===== src/rtl/instr_byte_sequencer.sv =====
module instr_byte_sequencer (
  input  logic        clk,
  input  logic        rst_n,
  input  logic        ev_valid,
  input  logic [2:0]  ev_kind,
  input  logic [7:0]  ev_byte,
  output logic [15:0] attr_prefix,
  output logic [7:0]  attr_opcode,
  input  logic        attr_hit,
  input  logic [1:0]  attr_ndisp,
  input  logic [1:0]  attr_nimm,
  input  logic [1:0]  attr_nrd,
  input  logic [1:0]  attr_nwr,
  input  logic        attr_repeat,
  input  logic        attr_wr_big,
  output logic        instr_done,
  output logic [15:0] f_prefix,
  output logic [7:0]  f_opcode,
  output logic [15:0] f_disp,
  output logic [15:0] f_imm,
  output logic [15:0] f_rdop,
  output logic [15:0] f_wrop,
  output logic        err_stb,
  output logic [1:0]  err_code
);

  localparam logic [7:0] PX_CB = 8'hCB;
  localparam logic [7:0] PX_ED = 8'hED;
  localparam logic [7:0] PX_DD = 8'hDD;
  localparam logic [7:0] PX_FD = 8'hFD;

  typedef enum logic [3:0] {
    S_IDLE, S_PRE1, S_PRE2, S_PREDIS, S_OPC, S_POSTDIS,
    S_IMM1, S_IMM2, S_ROP1, S_ROP2, S_WOP1, S_WOP2, S_RESTART
  } phase_t;

  phase_t      st, nxt, st_nx, tail;
  logic [7:0]  held, w_disp, w_imm_lo, w_op;
  logic [15:0] w_pfx;
  logic [1:0]  n_imm, n_rd, n_wr, err_c;
  logic        rep, big, done_c;

  wire is_fetch = ev_kind == 3'd5;
  wire is_mrd   = ev_kind == 3'd1;
  wire is_rd    = ev_kind == 3'd1 || ev_kind == 3'd3;
  wire is_wr    = ev_kind == 3'd2 || ev_kind == 3'd4;
  wire cur_pre  = ev_byte == PX_CB || ev_byte == PX_ED || ev_byte == PX_DD || ev_byte == PX_FD;
  wire cur_chain = ev_byte == PX_ED || ev_byte == PX_DD || ev_byte == PX_FD;
  wire held_ix  = held == PX_DD || held == PX_FD;
  wire restart  = nxt == S_RESTART;
  wire start    = restart && is_fetch;

  assign attr_prefix = w_pfx;
  assign attr_opcode = held;
  assign tail = (n_rd != 2'd0) ? S_ROP1 : (n_wr != 2'd0) ? S_WOP1 : S_RESTART;

  always_comb begin
    nxt    = S_RESTART;
    err_c  = 2'd0;
    done_c = 1'b0;
    case (st)
      S_PRE1:
        if (!is_fetch) err_c = 2'd1;
        else if (held_ix && ev_byte == PX_CB) nxt = S_PRE2;
        else if (cur_chain) nxt = S_PRE1;
        else nxt = S_OPC;
      S_PRE2:
        if (!is_mrd) err_c = 2'd2;
        else nxt = S_PREDIS;
      S_PREDIS:
        if (!is_mrd) err_c = 2'd2;
        else nxt = S_OPC;
      S_OPC:
        if (!attr_hit) err_c = 2'd3;
        else if (attr_ndisp != 2'd0) nxt = S_POSTDIS;
        else if (attr_nimm != 2'd0) nxt = S_IMM1;
        else begin
          done_c = 1'b1;
          if (attr_nrd != 2'd0 && is_rd) nxt = S_ROP1;
          else if (attr_nwr != 2'd0 && is_wr) nxt = S_WOP1;
        end
      S_POSTDIS:
        if (n_imm != 2'd0) nxt = S_IMM1;
        else begin done_c = 1'b1; nxt = tail; end
      S_IMM1:
        if (n_imm > 2'd1) nxt = S_IMM2;
        else begin done_c = 1'b1; nxt = tail; end
      S_IMM2: begin done_c = 1'b1; nxt = tail; end
      S_ROP1:
        if (n_wr != 2'd0) nxt = S_WOP1;
        else if (n_rd > 2'd1) nxt = S_ROP2;
        else if (rep && is_rd) nxt = S_ROP1;
      S_ROP2:
        if (n_wr != 2'd0) nxt = S_WOP1;
      S_WOP1:
        if (n_rd > 2'd1) nxt = S_ROP2;
        else if (n_wr > 2'd1) nxt = S_WOP2;
        else if (n_rd != 2'd0 && rep && is_rd) nxt = S_ROP1;
      default: nxt = S_RESTART;
    endcase
    if (restart) st_nx = is_fetch ? (cur_pre ? S_PRE1 : S_OPC) : S_IDLE;
    else st_nx = nxt;
  end

  always_ff @(posedge clk) begin
    if (!rst_n) begin
      st <= S_IDLE;
      held <= '0; w_pfx <= '0; w_disp <= '0; w_imm_lo <= '0; w_op <= '0;
      n_imm <= '0; n_rd <= '0; n_wr <= '0; rep <= 1'b0; big <= 1'b0;
      instr_done <= 1'b0; err_stb <= 1'b0; err_code <= '0;
      f_prefix <= '0; f_opcode <= '0; f_disp <= '0; f_imm <= '0;
      f_rdop <= '0; f_wrop <= '0;
    end else if (ev_valid) begin
      st <= st_nx;
      held <= ev_byte;
      instr_done <= done_c;
      err_stb <= err_c != 2'd0;
      err_code <= err_c;
      case (st)
        S_PRE1:   if (is_fetch) w_pfx <= {8'h00, held};
        S_PRE2:   if (is_mrd) w_pfx <= {w_pfx[7:0], held};
        S_PREDIS: if (is_mrd) w_disp <= held;
        S_OPC: begin
          w_op <= held;
          n_imm <= attr_nimm; n_rd <= attr_nrd; n_wr <= attr_nwr;
          rep <= attr_repeat; big <= attr_wr_big;
          if (done_c) begin
            f_prefix <= w_pfx; f_opcode <= held;
            f_disp <= {{8{w_disp[7]}}, w_disp}; f_imm <= '0;
          end
        end
        S_POSTDIS: begin
          w_disp <= held;
          if (done_c) begin
            f_prefix <= w_pfx; f_opcode <= w_op;
            f_disp <= {{8{held[7]}}, held}; f_imm <= '0;
          end
        end
        S_IMM1: begin
          w_imm_lo <= held;
          if (done_c) begin
            f_prefix <= w_pfx; f_opcode <= w_op;
            f_disp <= {{8{w_disp[7]}}, w_disp}; f_imm <= {8'h00, held};
          end
        end
        S_IMM2: begin
          f_prefix <= w_pfx; f_opcode <= w_op;
          f_disp <= {{8{w_disp[7]}}, w_disp}; f_imm <= {held, w_imm_lo};
        end
        S_ROP1: f_rdop <= {8'h00, held};
        S_ROP2: f_rdop <= {held, f_rdop[7:0]};
        S_WOP1: f_wrop <= {8'h00, held};
        S_WOP2: f_wrop <= big ? {f_wrop[7:0], held} : {held, f_wrop[7:0]};
        default: ;
      endcase
      if (start) begin
        w_pfx <= '0;
        w_disp <= '0;
        w_imm_lo <= '0;
      end
    end else begin
      instr_done <= 1'b0;
      err_stb <= 1'b0;
      err_code <= '0;
    end
  end

endmodule



===== config.mk =====
export PLATFORM = sky130hd
export DESIGN_NAME = instr_byte_sequencer
export DESIGN_NICKNAME = d
export VERILOG_FILES = /design/src/rtl/instr_byte_sequencer.sv
export SDC_FILE = /design/constraint.sdc
export NUM_CORES = 1
export LEC_CHECK = 0
export ABC_AREA = 1
export CORE_MARGIN = 2
export CORE_UTILIZATION = 40
export CTS_BUF_LIST = sky130_fd_sc_hd__clkbuf_4 sky130_fd_sc_hd__clkbuf_8 sky130_fd_sc_hd__clkbuf_16
export CTS_CLUSTER_DIAMETER = 50
export CTS_CLUSTER_SIZE = 12
export DETAILED_ROUTE_END_ITERATION = 10
export PLACE_DENSITY = 0.66
export SETUP_SLACK_MARGIN = 0.3
export SLEW_MARGIN = 40
export SYNTH_ARGS = -nofsm -noshare
export SYNTH_HDL_FRONTEND = slang
export SYNTH_SLANG_ARGS = --single-unit

===== constraint.sdc =====
create_clock -name clk -period 3.9 [get_ports clk]
set_input_delay 0.78 -clock clk [delete_from_list [all_inputs] [get_ports clk]]
set_output_delay 0.78 -clock clk [all_outputs]
set_load 0.005 [all_outputs]

---- Word level (Yosys, flattened, before mapping) ----
Cells that the tools add are included.
storage, ports and cells
  register bits after elaboration ......... 152
  input bits .............................. 25
  output and inout port bits .............. 116
  word-level logic and storage cells ...... 167
operators by class
  magnitude comparators ................... 3
  equality and inequality tests ........... 34
  muxes and demuxes ....................... 57
  bitwise operators ....................... 1
  reductions and logical operators ........ 50
operators by type and width
  cell                  number
  $mux W16              9
  $pmux W16 S2          4
  $pmux W16 S3          2
  $eq A8 B8 Y1 const B  6
  $mux W8               6
  $mux W4               10
  $pmux W4 S10          1
  $mux W3               13
  $pmux W8 S3           1
  $reduce_bool A2 Y1    12
  $eq A4 B4 Y1 const B  5
  $eq A4 B3 Y1 const B  4
  $pmux W8 S2           1
  $reduce_and A4 Y1     4
  $reduce_bool A3 Y1    5
  $reduce_and A3 Y1     4
  $reduce_and A2 Y1     5
  $ne A3 B3 Y1 const B  3
  $eq A4 B2 Y1 const B  2
  $logic_or A1 B1 Y1    8
  $ne A2 B1 Y1 const B  4
  $ne A2 B2 Y1 const B  4
  $reduce_or A2 Y1      4
  $logic_and A1 B1 Y1   7
  11 further kinds      21

---- Logic depth before layout (Yosys ltp) ----
Gate-level depths: netlist of run 1.
  depth after elaboration ................. 13
  mapped depth ............................ 18
  depth with buffers taken out ............ 16

---- Least setup slack after synthesis of run 1 ----
No wires, ideal clock.
  kind .................................... in2reg
  start ................................... input port ev_byte[4]
  end ..................................... register w_disp[3]
  setup time .............................. 115 ps
  arrival ................................. 2023 ps
  required time ........................... 3785 ps
  path slack .............................. 1762 ps
  stages .................................. 14
  cells stage by stage .................... nor2_1 nand2_1 nor2_1 nand2_1 nand2_1 nand3_1 nor2_1 nand2_2 nand3_2 buf_6 nand2_4 buf_6 a21oi_1 nor2_1
on the way
  longest elaborated chain between the ends .. 11
  elaborated cells between the ends (all ways) .. 17
  classes of those cells .................. eq/ne (6); mux (5); reduce/logical (6)
ends and longest elaborated chain
  what                                                                 line  RTL
  start: declaration                                                   6     input logic [7:0] ev_byte,
  $eq A8 B8 Y1                                                         48    wire cur_chain = ev_byte == PX_ED || ev_byte == PX_DD || ev_byte == PX_FD;
  $logic_or A1 B1 Y1 (2 in a row)                                      48
  $mux W3                                                              65    else if (cur_chain) nxt = S_PRE1;
  $mux W3 (*)                                                          64    else if (held_ix && ev_byte == PX_CB) nxt = S_PRE2;
  $mux W4 (*)                                                          63    if (!is_fetch) err_c = 2'd1;
  $pmux W4 S10 (*)                                                     61    case (st)
  $eq A4 B4 Y1 (*)                                                     50    wire restart = nxt == S_RESTART;
  $logic_and A1 B1 Y1 (*)                                              51    wire start = restart && is_fetch;
  $ne A3 B3 Y1 (no source line) or $reduce_bool A3 Y1 (tied branches)  n/a
  $reduce_and A3 Y1 (no source line)                                   n/a
  end signal: assignment                                               122   S_PREDIS: if (is_mrd) w_disp <= held;
  end signal: assignment                                               133   w_disp <= held;
  end: declaration                                                     38    logic [7:0] held, w_disp, w_imm_lo, w_op;
Every way passes the cells marked *; elsewhere a longest branch is shown, timed or not.
A chain may end at the register's enable or synchronous reset.

---- Final worst setup path of run 1 ----
  start ................................... input port ev_kind[1]
  end ..................................... register w_pfx[12] (netlist: attr_prefix[12])
on the way
  longest elaborated chain between the ends .. 13
  elaborated cells between the ends (all ways) .. 33
  classes of those cells .................. eq/ne (8); mux (16); reduce/logical (9)
ends and longest elaborated chain
  what                                                                 line  RTL
  start: declaration                                                   5     input logic [2:0] ev_kind,
  $eq A3 B2 Y1 or $eq A3 B3 Y1 (tied branches)                         46    wire is_wr = ev_kind == 3'd2 || ev_kind == 3'd4;
  $logic_or A1 B1 Y1                                                   46
  $logic_and A1 B1 Y1                                                  80    else if (attr_nwr != 2'd0 && is_wr) nxt = S_WOP1;
  $mux W3                                                              80
  $mux W3                                                              79    if (attr_nrd != 2'd0 && is_rd) nxt = S_ROP1;
  $mux W4                                                              76    else if (attr_nimm != 2'd0) nxt = S_IMM1;
  $mux W4                                                              75    else if (attr_ndisp != 2'd0) nxt = S_POSTDIS;
  $mux W4                                                              74    if (!attr_hit) err_c = 2'd3;
  $pmux W4 S10                                                         61
  $eq A4 B4 Y1                                                         50
  $logic_and A1 B1 Y1                                                  51
  $ne A3 B3 Y1 (no source line) or $reduce_bool A3 Y1 (tied branches)  n/a
  $reduce_and A4 Y1 (no source line)                                   n/a
  end signal: assignment                                               120   S_PRE1: if (is_fetch) w_pfx <= {8'h00, held};
  end signal: assignment                                               121   S_PRE2: if (is_mrd) w_pfx <= {w_pfx[7:0], held};
  end: declaration                                                     39    logic [15:0] w_pfx;
Parallel ways exist; a longest one is shown, timed or not.

==> key figures, run 1 <==
STA
  – Max-slew headroom: 0.550
  – Period utilization: 0.741
  – Fin crit period: between 2 and 3 ns
  – Worst Clk Skew: 0.00779 ns
  – Slew Limit Fails: 0
  – Worst slew pin tran: 0.675 ns
  – Hold_ws: 0.462 ns
  – Post-route setup TNS: 0 ns
  – Setup violators final: 0
  – Final hold vios: 0
  – RSZ-0062 raised after global routing: no
  – Peak Freq: 346 MHz

Clock tree
  – TritonCTS Sinks: 144
  – Clk_lat worst skew: 0.43 ns
  – CTS max path bufs: 2
  – Clock tree from TritonCTS: built
  – CTS Buf Count: 17
  – CTS H-tree lvls: 4
  – Hold_buf cts: 0
  – Root Buffer: clkbuf_16
  – Postcts setup bufs: 0
  – Post-CTS Resized: 0
  – Clock slew at reported path FFs: 0.06 ns

Synth
  – #FFs+latches synth: roughly 140
  – Syn nets: 912
  – Cell variety after synth: 32
  – Synth warn: 0
  – Post-synthesis sequential area ratio: 0.458
  – Syn Inst Count: 887
  – Cell taking the most area after synthesis: dfxtp_1
  – Main area contributors after synthesis: dfxtp_1 (46%), nand2_1 (10%), a21oi_1 (7.8%)
  – Share of the synthesized area in the top cell type: 0.458
  – Mapped Avg Cell Area: 7.09 um^2
  – Synth Cell Area: ~6300 um^2

Power
  – Pint: 2.81 mW
  – Switching Fraction: 0.269
  – Reg power frac: 0.417
  – Worst vdd ir: ~0.00029 V
  – Comb pwr share: 0.139
  – Switch Pwr: 1.03 mW
  – PwrDens: approximately 460 nW/um^2
  – Post-route total power: about 3.8 mW
  – Leak: around 3.2 nW
  – Clock group share of total power: 0.444

Route
  – Remaining antenna violation count: 0
  – Post-Route WL: 18700 um
  – First DRT Iteration DRCs: 578
  – Via count: 6232
  – Drt first pass iters: 5
  – Vias per Instance: 5.11
  – Drt wl/cell: ~15 um
  – # DRC: 0

Outcome
  – Outcome: finished clean

Die
  – Initial Utilization: 0.412
  – # rows: 45
  – # IOs: 141
  – Core footprint: 15300 um^2
  – Die height: 129 um
  – Die ar.: roughly 17000 um^2
  – Die W: around 130 um

Worst setup path
  – Worst Setup End Kind: flop
  – CP required: about 4.2 ns
  – CP Max Fanout: 32
  – Cells on worst reg2reg path: 13
  – Worst R2R End: attr_prefix[12]
  – Setup crit start kind: primary input
  – Worst r2r src: st[1]
  – Worst Setup Path Type: in -> reg
  – Worst R2R Setup Slack: 1.18 ns
  – Arr. time, crit path: 3.21 ns

Cells and area
  – Commonest non-fill, non-tap cell in the layout: nand2_1
  – N_diodes: 0
  – Most frequent cells in the layout: nand2_1 (169), dfxtp_1 (144), clkdlybuf4s50_1 (139)
  – Fill cell count: 1500
  – P&R area growth vs syn: 33.0%
  – Final std cells w/o fill: 1219
  – Final net count: 1020
  – Layout cells sized above 1: 0.0734
  – Cell area after layout: roughly 8400 um^2

Placement
  – Placed cell count: 1187
  – RD Place Congestion: 0.877
  – Port Buffer Count: 140
  – Post-Place Cell Area: 7740 um^2
  – Hpwl dp: 12700 um

Hold path
  – Hold path start: f_imm[15]
  – Worst Hold Path Cells: 2
  – Hold EP: f_imm[15]
  – HP Class: reg -> reg

Global routing
  – Vias in the first global route: around 5.7k
  – Initial antenna violation count: 0
  – GRT Util Overall: 0.226
  – Pin count of the biggest net entering global routing: 47
  – Overflow after GRT: 0
  – First-pass GRT wire length: 29500 um

Run
  – Max Cap Violations: 0
logic make-up (layout without fill, tap and decap cells):
| family | count (synthesis) | after routing | synth area share |
|---|---|---|---|
| AND/OR/NAND/NOR | 399 | 399 | 0.268 |
| flip-flops | 144 | 144 | 0.458 |
| AO/OA/AOI/OAI | 219 | 219 | 0.185 |
| buffers and inverters | 125 | 246 | 0.0885 |
Yosys cell counts, drive strengths merged:
cell type / number
nand2: 177
o21ai: 82
a211oi: 8
nand3: 81
nor4: 1
inv: 58
nor3b: 1
a22oi: 2
o221ai: 1
a31oi: 26
nor2: 129
o31ai: 1
or2: 1
clkinv: 2
clkbuf: 37
nand4: 2
buf: 28
a21oi: 98
nor3: 6
dfxtp: 144
and3: 1
o2111ai: 1
power groups by stage:
stage               registers [mW]  clock network (mW)  logic (mW)
floorplan                     1.62                   0       0.344
global placement              1.64                   0       0.522
detailed placement            1.63                   0       0.528
CTS                           1.60                1.72       0.532
global route                  1.61                1.78       0.597
finish                        1.60                1.71       0.534
routing by layer:
layer  up-vias  share of wire  GRT usage
li1       3149              -          -
met4         0          0.013     0.0664
met1      2875           0.45      0.301
met2       184           0.48      0.373
met5         -              0          0
met3        24          0.058     0.0454
how the worst max path moves through the flow:
stage                          start               to  slack (ns)  cells past startpoint
after global routing      ev_kind[1]  attr_prefix[12]        0.69                     16
after global placement    ev_kind[1]  attr_prefix[13]        0.70                     16
after detailed placement  ev_kind[1]  attr_prefix[12]        0.61                     16
final                     ev_kind[1]  attr_prefix[12]        1.01                     16
after CTS                 ev_kind[1]  attr_prefix[12]        1.04                     16
after floorplan           ev_byte[4]        w_disp[3]        1.76                     14
critical path, cell delays in order:
cell and delay [ns]:
clkdlybuf4s50_1 0.51, inv_1 0.08, nand3_1 0.18, nand2_1 0.12
nand2_1 0.08, nand2_1 0.05, nand2_1 0.06, nand2_1 0.04
nand2_1 0.06, inv_1 0.05, nand2_2 0.08, nand3_2 0.41
nand2_4 0.45, nand3_1 0.12, nand2_1 0.09, nor2_1 0.04
metrics by stage:
step,setup WS [ns],util
finish,1.01,0.548
global route,0.693,0.548
CTS,1.04,0.548
detailed placement,0.605,0.508
global placement,0.703,0.508
floorplan,1.76,-
final cells by class:
class	instances	area, um^2	area share
clock buffer	20	467	0.0558
clock inverter	12	155	0.0185
inverter	60	225	0.0269
multi-input combinational	618	2860	0.342
sequential	144	2880	0.344
tap	211	264	0.0315
timing repair buffer	154	1510	0.181
sequential cells by signal, summed over array words and instances (netlist names), 16 cells and up:
signal,count
attr_prefix,16
f_imm,16
f_prefix,16
f_rdop,16
f_wrop,16
Power figures use the tool's default switching activity.
==> inputs of run 2 (changes only) <==
PLACE_DENSITY = 0.68   (was 0.66)
clock period = 2.4 ns   (was 3.9 ns; I/O delays follow)
==> run 2 against run 1 <==
Final cell count is 3.4% higher. Die area stayed put. Sequential power is 63% higher. Critical path type is now reg -> reg. Highest routed layer unchanged. Non-clock buffer count is 42 higher.
==> key figures, run 2 (synthesized netlist as in run 1, its figures left out) <==
STA
  – Max-slew headroom: 0.529
  – Period utilization: 0.856
  – Fin crit period: roughly 2.1 ns
  – Slew Limit Fails: 0
  – RSZ-0062 raised after global routing: yes
  – Final hold vios: 0
  – Peak Freq: 487 MHz
  – Setup violators final: 0
  – Setup ws final: approximately 0.35 ns
  – Hold_ws: 0.419 ns
  – Worst slew pin tran: 0.706 ns
  – Worst Clk Skew: 0.0111 ns

Route
  – Post-Route WL: 19900 um
  – Remaining antenna violation count: 0
  – Drt first pass iters: 5
  – # DRC: 0
  – Drt wl/cell: 15.8 um
  – First DRT Iteration DRCs: 615
  – Vias per Instance: a little over 5
  – Via count: 6486

Worst setup path
  – Slowest stage cell, crit path: dfxtp_4
  – CP Cell Sequence: inv_4, nor2_4, nand2_2, a21oi_2, nand2_1, nand3_2, nor2_2, nand2_2, nand3_4, buf_12, buf_12, nand2_1, nand3_2, nand2_1, nor2_1
  – Arr. time, crit path: 2.38 ns
  – Worst R2R End: attr_prefix[13]
  – Most frequent CP cell: nand2_1
  – Crit-path leading delay family: simple AND/OR/NAND/NOR gates
  – CP max stage delay: 0.41 ns
  – CP Max Fanout: 8
  – Worst Setup End Kind: flop
  – Levels on crit path: 15
  – Setup crit start kind: flop
  – Worst r2r src: st[0]
  – CP required: 2.72 ns
  – Cells on worst reg2reg path: 15
  – Worst R2R Setup Slack: 0.35 ns
  – Worst Setup Path Type: reg -> reg
  – Crit path buffers/inverters: 3

Global routing
  – Initial antenna violation count: 0
  – First-pass GRT wire length: 29700 um
  – Overflow after GRT: 0
  – GRT Util Overall: 0.228
  – Pin count of the biggest net entering global routing: 57
  – Vias in the first global route: about 5.6k

Placement
  – Hpwl dp: 13100 um
  – Placed cell count: 1215
  – RD Place Congestion: about 0.90
  – Post-Place Cell Area: 8040 um^2
  – Setup WS pre-CTS: -0.219 ns
  – Port Buffer Count: 140

Clock tree
  – TritonCTS Sinks: approximately 140
  – CTS Buf Count: 17
  – Clock tree from TritonCTS: built
  – Clk_lat worst skew: 0.42 ns
  – CTS H-tree lvls: 4
  – Clock slew at reported path FFs: 0.06 ns
  – Root Buffer: clkbuf_16
  – CTS max path bufs: 2

Die
  – Die ar.: 16700 um^2
  – # IOs: 141
  – Core footprint: 15300 um^2
  – Die height: 129 um
  – # rows: 45
  – Die W: 129 um
  – Initial Utilization: 0.412

Cells and area
  – N_diodes: 0
  – Cell area after layout: 9000 um^2
  – Commonest non-fill, non-tap cell in the layout: nand2_1
  – Most frequent cells in the layout: nand2_1 (160), dfxtp_1 (140), clkdlybuf4s50_1 (128)
  – Fill cell count: around 1.4k
  – Final net count: 1063
  – Final std cells w/o fill: 1260
  – Layout cells sized above 1: 0.143
  – P&R area growth vs syn: 43.1%

Power
  – Pint: 4.75 mW
  – Clock group share of total power: 0.430
  – Worst vdd ir: 0.000513 V
  – Post-route total power: 6.48 mW
  – Comb pwr share: 0.167
  – Leak: about 3.5 nW
  – PwrDens: 720 nW/um^2
  – Reg power frac: 0.403
  – Switching Fraction: 0.267
  – Switch Pwr: 1.73 mW

Outcome
  – Outcome: finished clean

Hold path
  – Hold EP: attr_opcode[4]
  – Worst Hold Path Cells: 3
  – HP Class: in -> reg
  – Hold path start: ev_byte[4]

Run
  – Max Cap Violations: 0
==> run 2: changes by cell type in the layout (fill, tap and decap cells not counted), sizes merged <==
cell,change
clkinvlp,-1
nand2,+1
clkdlybuf4s50,-11
clkbuf,+1
bufinv,+1
dlymetal6s2s,+9
dlygate4sd2,+2
inv,-1
clkinv,-1
buf,+41
==> run 2: final cells by class <==
cell class | instances | area [um^2] | share of cell area
inverter | 60 | 243 | 0.0270
clock inverter | 10 | 160 | 0.0178
tap | 211 | 264 | 0.0293
timing repair buffer | 196 | 1950 | 0.217
clock buffer | 20 | 454 | 0.0505
multi-input combinational | 619 | 3030 | 0.336
sequential | 144 | 2900 | 0.322
==> run 2: stage by stage <==
stage / util / setup TNS [ns]
final: 0.590 / 0
after global routing: 0.590 / 0
after CTS: 0.569 / 0
after detailed placement: 0.527 / -5.75
after global placement: 0.527 / -4.99
after floorplan: - / 0
==> run 2: tightest hold or removal path: stages <==
cell and delay, ns:
dlymetal6s2s_1 0.12, o21ai_0 0.09, a21oi_1 0.11
==> run 2: worst max-delay path by stage <==
stage	startpoint	end	slack, ns
2_1_floorplan	attr_opcode[7]	w_disp[3]	0.52
3_3_place_gp	ev_byte[4]	attr_prefix[11]	-0.19
3_5_place_dp	ev_byte[4]	attr_prefix[1]	-0.22
4_1_cts	st[2]	attr_prefix[9]	0.30
5_1_grt	st[0]	attr_prefix[10]	0.20
6_report	st[0]	attr_prefix[13]	0.35
==> run 2: layer usage <==
layer,track usage,wire length (um),up-vias
li1,-,-,3235
met1,0.307,8830,3022
met2,0.364,9630,195
met3,0.0467,1090,34
met4,0.0854,390,0
met5,0,0,-
==> run 2: repair_timing <==
item / in CTS / in global routing
buffers inserted: 0 / 13
endpoints found under the setup margin: 32 / 81
cloned: 0 / 2
pin swaps: 0 / 20
hold buffers: 0 / 0
resized for setup: 8 / 62
==> run 2: power groups by stage <==
stage                     logic (mW)  clock network [mW]  registers, mW
final                           1.08                2.78           2.61
after global routing            1.18                2.94           2.62
after CTS                      0.961                2.82           2.60
after detailed placement       0.947                   0           2.65
after global placement         0.937                   0           2.65
after floorplan                0.558                   0           2.63
==> inputs of run 3 (changes only) <==
CORE_ASPECT_RATIO = 0.9   (was unset)
==> run 3 against run 2 <==
Flip-flop and latch count is the same. Largest cell class unchanged. Via count shrank 0.12%. Combinational power about the same. Clock power is 7.9% higher.
==> key figures, run 3 (synthesized netlist as in run 1, its figures left out) <==
Die
  – Initial Utilization: 0.409
  – # IOs: about 140
  – # rows: 43
  – Die height: 123 um
  – Die W: 136 um
  – Core footprint: 15400 um^2
  – Die ar.: 16700 um^2

Placement
  – RD Place Congestion: 0.851
  – Hpwl dp: ~13000 um
  – Setup WS pre-CTS: -0.279 ns
  – Post-Place Cell Area: about 8100 um^2
  – Placed cell count: 1218
  – Port Buffer Count: 140

Clock tree
  – CTS H-tree lvls: 4
  – Clk_lat worst skew: 0.42 ns
  – Clock slew at reported path FFs: 0.06 ns
  – CTS max path bufs: 2
  – Root Buffer: clkbuf_16
  – Clock tree from TritonCTS: built
  – TritonCTS Sinks: approximately 140
  – Hold_buf cts: 0
  – CTS Buf Count: 17

Global routing
  – First-pass GRT wire length: 30700 um
  – Pin count of the biggest net entering global routing: 69
  – Initial antenna violation count: 0
  – Overflow after GRT: 0
  – Vias in the first global route: 6010
  – GRT Util Overall: 0.233

Cells and area
  – Finished Core Util: 0.586
  – Final net count: 1071
  – Final std cells w/o fill: roughly 1.3k
  – Most frequent cells in the layout: nand2_1 (160), dfxtp_1 (140), clkdlybuf4s50_1 (127)
  – Cell area after layout: 9020 um^2
  – P&R area growth vs syn: 43.3%
  – Commonest non-fill, non-tap cell in the layout: nand2_1
  – Layout cells sized above 1: 0.140
  – N_diodes: 0

STA
  – Final hold vios: 0
  – Slew Limit Fails: 0
  – Worst Clk Skew: 0.00634 ns
  – Setup violators final: 0
  – RSZ-0062 raised after global routing: no
  – Period utilization: 0.850
  – Setup ws final: 0.359 ns
  – Max-slew headroom: 0.660
  – Worst slew pin tran: a little over 0.5 ns
  – Hold_ws: approximately 0.44 ns
  – Fin crit period: 2.04 ns
  – Peak Freq: 490 MHz

Worst setup path
  – Worst Setup End Kind: output port
  – CP Max Fanout: 11
  – Crit path buffers/inverters: 2
  – Slowest stage cell, crit path: clkdlybuf4s50_1
  – Worst r2r src: st[1]
  – Worst R2R End: st[2]
  – CP Cell Sequence: buf_4, clkdlybuf4s50_1
  – CP required: ~1.9 ns
  – CP max stage delay: around 0.59 ns
  – Worst Setup Path Type: reg -> out
  – Cells on worst reg2reg path: 14
  – Worst R2R Setup Slack: 0.37 ns
  – Setup crit start kind: flop
  – Crit-path leading delay family: buffers and inverters
  – Arr. time, crit path: 1.56 ns

Hold path
  – Hold path start: ev_byte[6]
  – Hold EP: attr_opcode[6]
  – HP Class: in -> reg
  – Worst Hold Path Cells: 3

Route
  – Via count: 6478
  – Drt wl/cell: 15.6 um
  – # DRC: 0
  – Post-Route WL: 19600 um
  – Remaining antenna violation count: 0
  – Drt first pass iters: 6
  – Vias per Instance: ~5.1
  – First DRT Iteration DRCs: ~550

Power
  – Leak: 3.59 nW
  – PwrDens: 741 nW/um^2
  – Worst vdd ir: 0.000529 V
  – Switch Pwr: 1.75 mW
  – Pint: about 4.9 mW
  – Clock group share of total power: 0.449
  – Reg power frac: 0.390
  – Switching Fraction: 0.261
  – Comb pwr share: 0.161

Outcome
  – Outcome: finished clean

Run
  – Max Cap Violations: 0
[run 3: changes by cell type in the layout (fill, tap and decap cells not counted), moves of 3 or more]
| cell | previous run | this run |
|---|---|---|
| nand3_1 | 73 | 78 |
| buf_4 | 47 | 56 |
| nand3_2 | 7 | 2 |
| nand2_8 | 3 | 0 |
| nor2_1 | 113 | 117 |
| nor2_2 | 11 | 7 |
| dlymetal6s2s_1 | 9 | 12 |
[run 3: power groups by stage]
stage	sequential, mW	clock, mW	combinational (mW)
5_1_grt	2.62	3.12	1.18
2_1_floorplan	2.63	0	0.558
3_3_place_gp	2.65	0	0.963
3_5_place_dp	2.65	0	0.968
6_report	2.61	3.00	1.08
4_1_cts	2.60	3.03	0.995
[run 3: final cells by class]
type	count	area [um^2]
Fill cell	1462	6370
Multi-Input combinational cell	618	2950
Sequential cell	144	2900
Timing Repair Buffer	205	2020
Clock buffer	17	425
Tap cell	202	253
Clock inverter	14	238
Inverter	60	233
[run 3: layer usage]
layer	global-route usage	wire length [um]
met5	0	0
met4	0.0482	210
met3	0.0484	1240
met2	0.394	9240
met1	0.310	8930
[run 3: timing repair]
item	in CTS	in global routing
endpoints found under the setup margin	38	61
buffers inserted	2	8
gates resized for setup	8	49
cloned	0	1
pin swaps	1	17
[run 3: through the flow]
stage	total power, mW	TNS [ns]
after floorplan	3.19	0
after global placement	3.61	-6.47
after detailed placement	3.62	-7.95
after CTS	6.62	0
after global routing	6.93	0
final	6.68	0
[run 3: tightest hold or removal path: stages]
cell            delay (ns)
dlymetal6s2s_1        0.13
o21ai_0               0.11
a21oi_1               0.11
[run 3: worst max path at each step]
| stage | to | startpoint | cells past startpoint |
|---|---|---|---|
| floorplan | w_disp[3] | attr_opcode[7] | 14 |
| global placement | w_imm_lo[3] | ev_kind[1] | 17 |
| detailed placement | w_imm_lo[3] | ev_kind[1] | 17 |
| CTS | w_disp[3] | ev_kind[1] | 17 |
| global route | attr_prefix[2] | st[1] | 14 |
| finish | attr_opcode[1] | attr_opcode[1] | 2 |
